File: config.mk
export PLATFORM = sky130hd
export DESIGN_NAME = fseq_top
export DESIGN_NICKNAME = d
export VERILOG_FILES = /design/src/rtl/fseq_pkg.sv /design/src/rtl/fseq_imem.sv /design/src/rtl/fseq_decode.sv /design/src/rtl/fseq_core.sv /design/src/rtl/fseq_top.sv
export SDC_FILE = /design/constraint.sdc
export NUM_CORES = 1
export LEC_CHECK = 0
export BUFFER_PORTS_ARGS = -buffer_cell sky130_fd_sc_hd__buf_4
export CORE_ASPECT_RATIO = 0.6
export CORE_MARGIN = 2
export CORE_UTILIZATION = 40
export CTS_CLUSTER_SIZE = 28
export DETAILED_ROUTE_END_ITERATION = 10
export SYNTH_ARGS = -nofsm -noshare
export SYNTH_HDL_FRONTEND = slang
export SYNTH_SLANG_ARGS = --single-unit
File: constraint.sdc
create_clock -name clk -period 10.2 [get_ports clk]
set_clock_uncertainty 0.1 [all_clocks]
set_input_delay 1.53 -clock clk [delete_from_list [all_inputs] [get_ports clk]]
set_output_delay 1.53 -clock clk [all_outputs]
set_load 0.01 [all_outputs]
File: src/rtl/fseq_pkg.sv
package fseq_pkg;
  localparam int INSTR_W = 128;
  localparam int OPC_W   = 8;

  localparam logic [OPC_W-1:0] OPC_WAIT = 8'h01;
  localparam logic [OPC_W-1:0] OPC_JUMP = 8'h07;
  localparam logic [OPC_W-1:0] OPC_NOP  = 8'h80;
  localparam logic [OPC_W-1:0] OPC_FIR  = 8'hC8;

  localparam logic [INSTR_W-1:0] NOP_WORD = {{(INSTR_W-OPC_W){1'b0}}, OPC_NOP};

  // field geometry of the filter instruction
  localparam int TYPE_LO  = 8;
  localparam int TYPE_W   = 4;
  localparam int DREQ_BIT = 12;
  localparam int DSEL_BIT = 13;
  localparam int DEC_LO   = 32;
  localparam int FLD_W    = 10;
  localparam int TAPS_LO  = 48;
  localparam int CYC_LO   = 64;
  localparam int TGT_LO   = 16;

  typedef enum logic [1:0] {
    OP_NOP  = 2'd0,
    OP_WAIT = 2'd1,
    OP_JUMP = 2'd2,
    OP_FIR  = 2'd3
  } op_e;

  typedef struct packed {
    logic [TYPE_W-1:0] ftype;
    logic              dec_req;
    logic              dec_sel;
    logic [FLD_W-1:0]  decim;
    logic [FLD_W-1:0]  taps_m1;
    logic [FLD_W-1:0]  cycles;
  } fir_cmd_t;
endpackage

File: src/rtl/fseq_imem.sv
module fseq_imem
  import fseq_pkg::*;
#(
  parameter int DEPTH = 16,
  localparam int AW = $clog2(DEPTH)
) (
  input  logic               clk,
  input  logic               rst_n,
  input  logic               we,
  input  logic [AW-1:0]      waddr,
  input  logic [INSTR_W-1:0] wdata,
  input  logic [AW-1:0]      raddr,
  output logic [INSTR_W-1:0] rdata
);
  logic [INSTR_W-1:0] words [DEPTH];

  for (genvar i = 0; i < DEPTH; i++) begin : g_word
    logic [INSTR_W-1:0] word_q;
    always_ff @(posedge clk or negedge rst_n) begin
      if (!rst_n)
        word_q <= NOP_WORD;
      else if (we && (waddr == AW'(i)))
        word_q <= wdata;
    end
    assign words[i] = word_q;
  end

  assign rdata = words[raddr];
endmodule

File: src/rtl/fseq_decode.sv
module fseq_decode
  import fseq_pkg::*;
#(
  parameter int AW = 4
) (
  input  logic [INSTR_W-1:0] instr,
  output op_e                op,
  output logic [AW-1:0]      jump_tgt,
  output fir_cmd_t           cmd
);
  logic [OPC_W-1:0] opc;
  assign opc = instr[OPC_W-1:0];

  always_comb begin
    unique case (opc)
      OPC_WAIT: op = OP_WAIT;
      OPC_JUMP: op = OP_JUMP;
      OPC_FIR:  op = OP_FIR;
      default:  op = OP_NOP;
    endcase
  end

  assign jump_tgt    = instr[TGT_LO +: AW];
  assign cmd.ftype   = instr[TYPE_LO +: TYPE_W];
  assign cmd.dec_req = instr[DREQ_BIT];
  assign cmd.dec_sel = instr[DSEL_BIT];
  assign cmd.decim   = instr[DEC_LO +: FLD_W];
  assign cmd.taps_m1 = instr[TAPS_LO +: FLD_W];
  assign cmd.cycles  = instr[CYC_LO +: FLD_W];
endmodule

File: src/rtl/fseq_core.sv
module fseq_core
  import fseq_pkg::*;
#(
  parameter int AW = 4
) (
  input  logic             clk,
  input  logic             rst_n,
  input  logic             en,
  input  logic             sample_rdy,
  input  op_e              op,
  input  logic [AW-1:0]    jump_tgt,
  input  logic [FLD_W-1:0] cycles,
  input  logic             cmd_ready,
  output logic             cmd_valid,
  output logic             busy,
  output logic [AW-1:0]    pc
);
  typedef enum logic {S_RUN = 1'b0, S_BUSY = 1'b1} st_e;

  st_e              st_q;
  logic [AW-1:0]    pc_q;
  logic [FLD_W-1:0] cnt_q;
  logic [AW-1:0]    pc_inc;
  logic [FLD_W-1:0] load_cnt;

  assign pc_inc   = pc_q + 1'b1;
  assign load_cnt = (cycles == '0) ? FLD_W'(1) : cycles;

  always_ff @(posedge clk or negedge rst_n) begin
    if (!rst_n) begin
      st_q  <= S_RUN;
      pc_q  <= '0;
      cnt_q <= '0;
    end else if (!en) begin
      st_q  <= S_RUN;
      pc_q  <= '0;
      cnt_q <= '0;
    end else begin
      unique case (st_q)
        S_RUN: begin
          unique case (op)
            OP_WAIT: if (sample_rdy) pc_q <= pc_inc;
            OP_JUMP: pc_q <= jump_tgt;
            OP_FIR: begin
              if (cmd_ready) begin
                st_q  <= S_BUSY;
                cnt_q <= load_cnt;
              end
            end
            default: pc_q <= pc_inc;
          endcase
        end
        S_BUSY: begin
          if (cnt_q == FLD_W'(1)) begin
            st_q <= S_RUN;
            pc_q <= pc_inc;
          end else begin
            cnt_q <= cnt_q - 1'b1;
          end
        end
        default: st_q <= S_RUN;
      endcase
    end
  end

  assign cmd_valid = en && (st_q == S_RUN) && (op == OP_FIR);
  assign busy      = (st_q == S_BUSY);
  assign pc        = pc_q;


  cmd_hold_chk: assert property (@(posedge clk) disable iff (!rst_n)
    (en && cmd_valid && !cmd_ready) |=> (!en || (cmd_valid && $stable(pc))));


  wait_hold_chk: assert property (@(posedge clk) disable iff (!rst_n)
    (en && st_q == S_RUN && op == OP_WAIT && !sample_rdy) |=> (!en || $stable(pc)));


  dis_pc_zero_chk: assert property (@(posedge clk) disable iff (!rst_n)
    !en |=> (pc == '0));


  busy_end_step_chk: assert property (@(posedge clk) disable iff (!rst_n)
    ($fell(busy) && $past(en)) |-> (pc == AW'($past(pc) + 1'b1)));
endmodule

File: src/rtl/fseq_top.sv
module fseq_top
  import fseq_pkg::*;
#(
  parameter int DEPTH = 16,
  localparam int PC_W = $clog2(DEPTH)
) (
  input  logic               clk,
  input  logic               rst_n,
  input  logic               en,
  input  logic               wr_valid,
  output logic               wr_ready,
  input  logic [PC_W-1:0]    wr_addr,
  input  logic [INSTR_W-1:0] wr_data,
  input  logic               sample_rdy,
  output logic               cmd_valid,
  input  logic               cmd_ready,
  output logic [TYPE_W-1:0]  cmd_type,
  output logic               cmd_dec_req,
  output logic               cmd_dec_sel,
  output logic [FLD_W-1:0]   cmd_decim,
  output logic [FLD_W-1:0]   cmd_taps_m1,
  output logic [FLD_W-1:0]   cmd_cycles,
  output logic               busy,
  output logic [PC_W-1:0]    pc
);
  logic [INSTR_W-1:0] instr;
  op_e                op;
  logic [PC_W-1:0]    jump_tgt;
  fir_cmd_t           cmd;
  logic               wr_fire;

  assign wr_ready = !en;
  assign wr_fire  = wr_valid && wr_ready;

  fseq_imem #(.DEPTH(DEPTH)) u_imem (
    .clk   (clk),
    .rst_n (rst_n),
    .we    (wr_fire),
    .waddr (wr_addr),
    .wdata (wr_data),
    .raddr (pc),
    .rdata (instr)
  );

  fseq_decode #(.AW(PC_W)) u_dec (
    .instr    (instr),
    .op       (op),
    .jump_tgt (jump_tgt),
    .cmd      (cmd)
  );

  fseq_core #(.AW(PC_W)) u_core (
    .clk        (clk),
    .rst_n      (rst_n),
    .en         (en),
    .sample_rdy (sample_rdy),
    .op         (op),
    .jump_tgt   (jump_tgt),
    .cycles     (cmd.cycles),
    .cmd_ready  (cmd_ready),
    .cmd_valid  (cmd_valid),
    .busy       (busy),
    .pc         (pc)
  );

  assign cmd_type    = cmd.ftype;
  assign cmd_dec_req = cmd.dec_req;
  assign cmd_dec_sel = cmd.dec_sel;
  assign cmd_decim   = cmd.decim;
  assign cmd_taps_m1 = cmd.taps_m1;
  assign cmd_cycles  = cmd.cycles;
endmodule

Yosys cells after proc, flatten, opt, wreduce, memory -nomap -nowiden
Cells that the tools add are included.
{ "word_totals": {"ff_bits": 2063, "word_cells": 96} }
{ "op_classes": {"n_addsub": 2, "n_lt_le_gt_ge": 1, "n_eq_ne": 28, "mux": 20, "bitwise_logic": 2, "n_reduce_logical": 24} }
{ "ops": {"columns": ["cell", "n"], "rows": [
  ["128-bit binary-select mux with 4-bit select", 1],
  ["74-bit two-way mux", 2],
  ["10-bit two-way mux", 5],
  ["4-bit == test, second input constant", 8],
  ["10-bit one-hot mux with 2 select lines", 1],
  ["1-bit logical AND", 19],
  ["4-bit by 3-bit == test with 1-bit output, second input constant", 4],
  ["3-bit inequality test, second input constant", 5],
  ["4-bit two-way mux", 3],
  ["4-bit one-hot mux with 3 select lines", 1],
  ["10-bit by 1-bit == test with 1-bit output, second input constant", 1],
  ["10-bit logical NOT", 1],
  ["10-bit by 1-bit subtractor with 10-bit output, second input constant", 1],
  ["4-bit by 2-bit == test with 1-bit output, second input constant", 2],
  ["8-bit by 1-bit == test with 1-bit output, second input constant", 1],
  ["8-bit by 3-bit == test with 1-bit output, second input constant", 1],
  ["8-bit == test, second input constant", 1],
  ["4-bit one-hot mux with 2 select lines", 1],
  ["2-bit one-hot mux with 3 select lines", 1],
  ["3-bit AND reduction", 2],
  ["5-bit >= comparator, second input constant", 1],
  ["4-bit inverter with 5-bit output", 1],
  ["4-bit by 1-bit adder with 4-bit output, second input constant", 1],
  ["2-bit == test, second input constant", 2],
  ["other kinds (8)", 11]
]} }

Depth between registers and ports, before layout
Gate-level depths: netlist of the first run.
{ "depth": {"word_depth": 10, "ltp_mapped": 12, "mapped_depth_nobuf": 9} }

Hierarchy
Synthesis of the first run repeated with hierarchy kept, for this count alone.
{ "unflattened": {"hier_cells": 5600, "area_unflattened_um2": 92984.2} }
{ "by_module_without_submodules": {"columns": ["module", "n_inst", "cells_per_inst", "area_per_inst_um2", "seq_area_each_um2"], "rows": [
  ["fseq_imem", 1, 5433, 91556.6, 51269.2],
  ["fseq_core", 1, 119, 1068.5, 375.4],
  ["fseq_decode", 1, 46, 349.1, 0.0],
  ["fseq_top", 1, 2, 10.0, 0.0]
]} }

Worst setup path before layout of the first run
Ideal clock, no wire load.
{ "synth_path": {"path_type": "register to output", "startpoint": "register u_core.pc_q[0], in the netlist u_core.pc[0]", "endpoint": "output port cmd_dec_req", "t_arrival_ps": 2862, "required_ps": 8570, "setup_slack_ps": 5708, "path_stages_with_launch": 9, "path_buffers": 6, "path_cell_list": "dfrtp_1 buf_6 buf_6 buf_4 buf_2 buf_2 buf_2 mux4_2 mux4_2"} }
{ "synth_between": {"elab_chain_cells": 4} }
{ "synth_rtl": {"columns": ["item", "line", "rtl"], "rows": [
  ["start: declaration", "fseq_core.sv:21", "logic [AW-1:0] pc_q;"],
  ["start signal: assignment", "fseq_core.sv:42", "OP_WAIT: if (sample_rdy) pc_q <= pc_inc;"],
  ["start signal: assignment", "fseq_core.sv:43", "OP_JUMP: pc_q <= jump_tgt;"],
  ["start signal: assignment", "fseq_core.sv:50", "default: pc_q <= pc_inc;"],
  ["4-bit inverter with 5-bit output (implied by the code)", "fseq_imem.sv:28", "assign rdata = words[raddr];"],
  ["128-bit binary-select mux with 4-bit select", "fseq_imem.sv:28", null],
  ["74-bit two-way mux (implied by the code) (2 in a row)", "fseq_imem.sv:28", null],
  ["end: declaration", "fseq_top.sv:18", "output logic cmd_dec_req,"]
]} }
Every way passes these cells. The select of a mux whose other input is x is not followed.

Worst setup path after layout of the first run
{ "layout_path": {"startpoint": "register u_core.pc_q[0], in the netlist u_core.pc[0]", "endpoint": "output port cmd_cycles[9]"} }
{ "layout_between": {"elab_chain_cells": 4} }
{ "layout_rtl": {"columns": ["item", "line", "rtl"], "rows": [
  ["4-bit inverter with 5-bit output (implied by the code)", "fseq_imem.sv:28", null],
  ["128-bit binary-select mux with 4-bit select", "fseq_imem.sv:28", null],
  ["74-bit two-way mux (implied by the code) (2 in a row)", "fseq_imem.sv:28", null],
  ["end: declaration", "fseq_top.sv:22", "output logic [FLD_W-1:0] cmd_cycles,"]
]} }
Every way passes these cells. The select of a mux whose other input is x is not followed.

==> results of run 1 <==
[cell usage after synthesis (all sizes together), types with 4 or more instances]
cell type	instances
nor2	14
dfstp	16
a31oi	4
clkbuf	115
buf	75
mux4	218
nor4	4
mux2i	7
nand3	7
a22oi	12
o21ai	12
inv	7
mux2	770
dfrtp	767
a22o	5
nand2	33
nor3	18
or3	14
or4	7
nor2b	10
o31ai	4
[layer usage]
metal,vias to the layer above,wire [um]
met5,-,28
li1,8239,-
met2,358,42870
met1,10951,40090
met4,4,1482
met3,120,3274
[registers in the layout, indices dropped and copies added (netlist names)]
name	cells
u_core.busy	1
u_imem.g_word.word_q	768
u_core.cnt_q	10
u_core.pc	4
[cell usage in the layout, fill, tap and decap left out, types with 4 or more instances in the layout]
cell type,instances
mux2_2,769
dfrtp_1,764
mux4_2,214
buf_4,126
clkbuf_16,81
clkbuf_8,26
nand2_1,24
clkbuf_1,19
nor3_1,18
dfstp_2,16
nor2_1,13
or3_1,13
a22oi_1,12
o21ai_0,12
nand2_4,9
clkinv_2,8
mux2i_1,7
nand3_1,7
or4_1,6
nor2b_1,5
a22o_1,5
inv_1,5
o31ai_1,4
mux4_1,4
nor2b_4,4
a31oi_1,4
bufinv_16,4
buf_12,4
[where the power goes]
| group | internal (W) | switching (W) | leakage [nW] |
|---|---|---|---|
| combinational | 0.00106 | 0.000721 | 6.37 |
| sequential | 0.00371 | 0.000325 | 9.98 |
| clock | 0.00175 | 0.00123 | 1.31 |
| total | 0.00653 | 0.00228 | 17.7 |
[worst paths after layout]
kind / startpoint / end / slack, ns
setup / recovery: u_core.pc[0] / cmd_cycles[9] / 4.13
hold / removal: u_imem.g_word[0].word_q[34] / u_imem.g_word[0].word_q[34] / 0.40
setup reg to reg: u_core.pc[0] / u_core.cnt_q[0] / 5.73
hold reg to reg: u_imem.g_word[0].word_q[34] / u_imem.g_word[0].word_q[34] / 0.40
max in group asynchronous: rst_n / u_imem.g_word[5].word_q[33] / 7.00
min in group asynchronous: rst_n / u_imem.g_word[11].word_q[2] / 0.81
[through the flow]
stage	total power [W]	worst slack [ns]	cells	cell area, um2
6_report	0.008802	4.133	3421	39930
3_3_place_gp	0.005781	4.711	3279	37270
3_5_place_dp	0.005899	4.720	3279	37270
5_1_grt	0.009226	3.839	3421	39930
2_1_floorplan	0.005297	5.708	2177	35450
4_1_cts	0.008900	4.034	3420	39930
[layout make-up]
| class | count | share of cell area [%] |
|---|---|---|
| well taps | 1161 | 3.638 |
| multi-input cells | 1195 | 37.85 |
| inverters | 9 | 0.08774 |
| clock inverters | 15 | 0.5107 |
| flip-flops and latches | 783 | 49.15 |
| repair buffers | 131 | 2.607 |
| clock buffers | 126 | 6.151 |
| diodes | 1 | 0.006267 |
[kinds of logic after synthesis]
| family | synth area share [%] |
|---|---|
| adder cells (fa/ha/maj) | 0.1059 |
| multiplexers | 38.56 |
| buffers and inverters | 2.361 |
| flip-flops | 55.33 |
| AND/OR/NAND/NOR | 2.015 |
| AO/OA/AOI/OAI | 1.609 |
| XOR/XNOR | 0.02471 |
[worst reg2reg max path, delay by kind of cell (launching register included)]
kind            cells  cell delay [ns]
buf+inv             2             1.57
mux                 2             1.30
flops               1             0.73
simple gates        2             0.39
compound gates      2             0.32
==> impl_results.md, run 1 <==
* Max Clk Rate at around 0.16 GHz
* Total number of cells along the worst setup path at 5
* Setup TNS after final layout at 0 ns
* CTS clk-pin slew, worst paths at 0.06 ns
* Number of buffers created by CTS at 78
* Fill cell count at 7478
* Data arrival, critical path at 4.44 ns
* Clock root buffer: clkbuf_16
* Total count of hold-check failures in the final report at 0
* Max transition margin at 23.33%
* Warnings, synthesis at 0
* Initial antenna violation count at 4
* Area fraction of the dominant cell type after synthesis at 54.14%
* Die span in x at 388.3 um
* Total clock sinks at 783
* CTS Hold Bufs at 0
* Transition time of the tightest slew-check pin at around 1.2 ns
* Biggest fanout along the worst timing path at 84
* Maximum single-stage delay on the critical path at 0.81 ns
* IO Count at 181
* Number of enable-type register cells in the synthesized netlist at 0
* CTS-repair resized insts at 0
* Total length of routed wires at 87.75 mm
* Number of antenna-violating nets in the routed design at 0
* Post-synth ARST share at 100.0%
* Net count of the finished layout at 2339
* Top post-synthesis cells by area: dfrtp_1, mux2_2, mux4_2
* Final weighted congestion of routability-driven global placement at between 0.7 and 0.8
* Number of instances in the synthesized netlist at 2177
* Yosys top cell by area: dfrtp_1
* Number of stages on the worst hold path at 1
* Via total after detailed routing at approximately 20k
* Clock latency of the later-clocked register in the worst-skew pair at 0.63 ns
* Avg Inst Size Synth at 16.28 um2
* Layer carrying the most global-route usage: met2
* DR WL/cell at 25.65 um
* Area used by sequential logic in the layout at 0.01963 mm2
* CP Class: register to output pin
* Fraction of the core area covered by cells at the end of the flow at 45.56%
* H-Tree Depth at 3
* Met1 usage in global routing at 27.29%
* Synth Register Bits at 783
* Classification of the worst-slack hold path: register to register
* Minimum period implied by the final worst setup slack at approximately 6.1 ns
* Leakage Power at between 15 and 20 nW
* DRC violation total after the first TritonRoute iteration at 1307
* Die outline area at 0.09110 mm2
* Post-route DRC violation count at 0
* Count of max-cap constraint violations at 0
* P per Cell Area at 220.4 mW/mm2
* Vertical extent of the die at between 200 and 250 um
* Cell row count at 84
* Total routing usage reported by global routing at 19.48%
* Fraction of final layout cells with drive strength greater than 1 at a little under three fifths
* Input/output buffers at 100
* Pins over their slew limit at 0
* Combined area of all synthesized cells at approximately 0.035 mm2
* Startpoint Class: register
* Post-CTS setup-driven buffer insertion count at 0
* Total nets after synthesis at 2318
* Commonest register cell after synthesis: dfrtp_1
* Core ar. at 0.08765 mm2
* Endpoints failing setup at 0
* Max Buffers Root-to-Sink at 3
* Post-detailed-placement half-perimeter wirelength at about 48 mm
* Maximum vdd ir drop at roughly 0.096 mV
* Sum of overflow across all layers after global routing at 0
* Critical Path RT at roughly 8.6 ns
* Met3 Usage GRT at 3.308%
* Multi-input gate area in the final layout at 0.01511 mm2
* Length of the first detailed-routing pass in iterations at 5
* Setup repair after global routing missed its margin: no
* Count of cell types in the netlist at 69
* Starting utilization of the core area at 40.44%
* Status: finished, final reports clean
* Final Cycle Share at 59.48%
* Met2 GRT Util at 32.04%
* WHS at 0.4001 ns
* Largest delay share family, worst path: buffers and inverters
* Number of global-route vias before repair at 21.23k
* Cells traversed along the worst timing path: buf_12, buf_4, mux4_2, mux4_2, buf_4
* Signed area change from the synthesized netlist to the final layout at 12.64%
* Share of the yosys chip area belonging to registers at between 50% and 60%
* Wire length of the first global-routing pass at 135.8 mm
* Average via count per standard cell at 5.750
* Clock tree from TritonCTS: done
* Critical Path Sink Type: output pin
* Largest net degree at the start of global routing at 188
* Count of buffer and inverter cells on the critical path at 3
* Worst Reg-to-Reg Cells at 8
* Critical Path Slowest Stage Cell: buf_4
Power figures use the tool's default switching activity.
==> run 2, diff against run 1 <==
Clock period 10.2 ns to 5.9 ns, I/O delays scaled along.
==> run 2 against run 1 <==
Sequential power grew 73%. Hold slack lost 0.21 ns. Clock power grew 77%. Die area is the same. Count of clock-buffer cells in the layout shrank 15. Design area grew 0.51%. Core utilization grew 0.23 points. Register-to-register slack lost 3.9 ns. Setup slack lost 3.1 ns. First-iteration DRC count shrank 12%.
==> impl_results.md, run 2 (synthesis results as in run 1) <==
* Vertical extent of the die at 234.6 um (unchanged)
* Worst R2R End: u_core.pc[2]
* Data arrival, critical path at 3.91 ns (-0.53 ns)
* Clock power frac at 34.3% (+0.4 points)
* IO Count at 181 (unchanged)
* Wire length of the first global-routing pass at 137.2 mm (+1.1%)
* Die span in x at 388.3 um (unchanged)
* Status: finished, final reports clean
* Clock tree from TritonCTS: done
* Proportion of power drawn by flip-flops and latches at 45.6% (-0.3 points)
* Cells traversed along the worst timing path: buf_4, mux4_2, mux4_2, buf_4
* Core ar. at 0.08765 mm2 (unchanged)
* Fraction of final layout cells with drive strength greater than 1 at 57.48% (+0.42 points)
* Multi-input gate area in the final layout at 0.01511 mm2 (unchanged)
* Maximum vdd ir drop at 0.1729 mV (+80%)
* P per Cell Area at 382.5 mW/mm2 (+74%)
* Max Buffers Root-to-Sink at 3 (unchanged)
* Signed area change from the synthesized netlist to the final layout at 13.21%
* Pins over their slew limit at 0 (unchanged)
* Number of antenna-violating nets in the routed design at 0 (unchanged)
* Total length of routed wires at 89.41 mm (+1.9%)
* Starting utilization of the core area at 40.44% (unchanged)
* Post-CTS setup-driven buffer insertion count at 0 (unchanged)
* Max transition margin at 9.315% (-14 points)
* Final Cycle Share at around 83%
* DRC violation total after the first TritonRoute iteration at 1149 (-12%)
* Average via count per standard cell at 5.709 (-0.72%)
* CP startpoint: u_core.pc[1]
* Largest reg by FF count: u_imem.g_word.word_q
* Post-route DRC violation count at 0 (unchanged)
* Critical Path Slowest Stage Cell: dfrtp_4
* Portion of total power attributed to combinational logic at 20.1% (-0.2 points)
* Critical register-to-register path startpoint: u_core.pc[1]
* Total routing usage reported by global routing at 19.86% (+0.39 points)
* Classification of the worst-slack hold path: input port to asynchronous set/reset pin
* Input/output buffers at 100 (unchanged)
* Number of flip-flops under the largest register name at 768 (unchanged)
* Startpoint Class: register
* Transition time of the tightest slew-check pin at 1.350 ns (+0.1998 ns)
* Length of the first detailed-routing pass in iterations at 5 (unchanged)
* Number of global-route vias before repair at 21.13k (-0.48%)
* Endpoints failing setup at 0 (unchanged)
* Internal reg-to-reg setup slack at 1.86 ns (-3.87 ns)
* Leakage Power at 17.77 nW (+0.57%)
* Minimum period implied by the final worst setup slack at slightly below 5 ns
* Critical Path Sink Type: output pin
* Net count of the finished layout at 2346 (+0.30%)
* Area used by sequential logic in the layout at 0.01963 mm2 (unchanged)
* Maximum single-stage delay on the critical path at 1.13 ns (+0.32 ns)
* Total clock sinks at 783 (unchanged)
* Sum of overflow across all layers after global routing at 0 (unchanged)
* Critical Path RT at 4.91 ns (-3.66 ns)
* Fill cell count at 7538 (+0.80%)
* Final total power at 0.01535 W (+74%)
* Internal power at 0.01137 W (+74%)
* CTS clk-pin slew, worst paths at 0.06 ns (about the same)
* Die outline area at 0.09110 mm2 (unchanged)
* Number of buffers created by CTS at 76 (-2.6%)
* H-Tree Depth at 3 (unchanged)
* CP Class: register to output pin
* Commonest non-fill, non-tap cells in the layout: mux2_2, dfrtp_1, mux4_2
* Setup TNS after final layout at 0 ns (unchanged)
* Total count of hold-check failures in the final report at 0 (unchanged)
* CTS Hold Bufs at 0 (unchanged)
* CTS-repair resized insts at 0 (unchanged)
* Clock root buffer: clkbuf_16
* Final weighted congestion of routability-driven global placement at 0.7292 (-1.6%)
* Net switching component of the power at 0.003979 W (+75%)
* Most common cell after layout, fill and taps aside: mux2_2
* Setup repair after global routing missed its margin: no
* Cell row count at 84 (unchanged)
* Clock latency of the later-clocked register in the worst-skew pair at 0.66 ns (+0.03 ns)
* Initial antenna violation count at 3 (-1)
* Worst Reg-to-Reg Cells at 8 (unchanged)
* Post-detailed-placement half-perimeter wirelength at 49.55 mm (+3.6%)
* Count of max-cap constraint violations at 0 (unchanged)
* CP endpoint: cmd_type[1]
* DR WL/cell at 26.07 um (+1.6%)
* Largest net degree at the start of global routing at 133 (-29%)
* Via total after detailed routing at 19.58k (-0.46%)
* Net Sw Frac at 25.92% (+0.056 points)
* Biggest fanout along the worst timing path at 59 (-30%)
* Max Clk Rate at 0.2045 GHz
-- run 2: area by class of cell --
class	instances	area share, %
tap	1161	3.619
inverter	9	0.08729
multi-input combinational	1195	37.66
clock inverter	29	1.019
antenna	2	0.01247
clock buffer	111	5.724
sequential	783	48.90
timing repair buffer	140	2.980
-- run 2: routing by layer --
metal	global-route usage (%)	vias up	part of all wire, %
met1	29.07	10863	47
met2	31.43	356	48
met4	4.351	0	1.5
met3	3.040	101	3.5
li1	-	8261	-
met5	0	-	0
-- run 2: worst max-delay path, delay by kind of cell, from the launching register on --
| kind | cells | cell delay [ns] |
|---|---|---|
| DFF | 1 | 1.13 |
| buffers and inverters | 2 | 1.08 |
| muxes | 2 | 1.00 |
-- run 2: power groups by stage --
| stage | Clock, W | Sequential, W | Combinational (W) |
|---|---|---|---|
| 6_report | 0.00527 | 0.00700 | 0.00308 |
| 5_1_grt | 0.00564 | 0.00712 | 0.00332 |
| 4_1_cts | 0.00541 | 0.00699 | 0.00313 |
| 3_5_place_dp | 0 | 0.00709 | 0.00312 |
| 3_3_place_gp | 0 | 0.00699 | 0.00302 |
| 2_1_floorplan | 0 | 0.00682 | 0.00234 |
-- run 2: per-stage QoR --
step / area [um2] / instances / utilization [%] / setup WS (ns) / hold slack, ns
5_1_grt: 40130 / 3430 / 45.79 / 0.8311 / 0.3076
3_5_place_dp: 37420 / 3288 / 42.69 / 1.665 / 0.3855
6_report: 40130 / 3430 / 45.79 / 1.010 / 0.1871
2_1_floorplan: 35450 / 2177 / - / 2.053 / 0.3704
3_3_place_gp: 37420 / 3288 / 42.69 / 1.652 / 0.3783
4_1_cts: 40130 / 3428 / 45.78 / 0.9480 / 0.2701
-- run 2: worst min path at each step --
stage                          startpoint                           to  slack, ns  cells after the start
2_1_floorplan  u_imem.g_word[2].word_q[0]   u_imem.g_word[2].word_q[0]       0.37                      1
4_1_cts                             rst_n  u_imem.g_word[11].word_q[0]       0.27                      1
3_5_place_dp   u_imem.g_word[0].word_q[5]   u_imem.g_word[0].word_q[5]       0.39                      1
3_3_place_gp   u_imem.g_word[6].word_q[0]   u_imem.g_word[6].word_q[0]       0.38                      1
6_report                            rst_n   u_imem.g_word[9].word_q[2]       0.19                      1
5_1_grt                             rst_n   u_imem.g_word[9].word_q[2]       0.31                      1
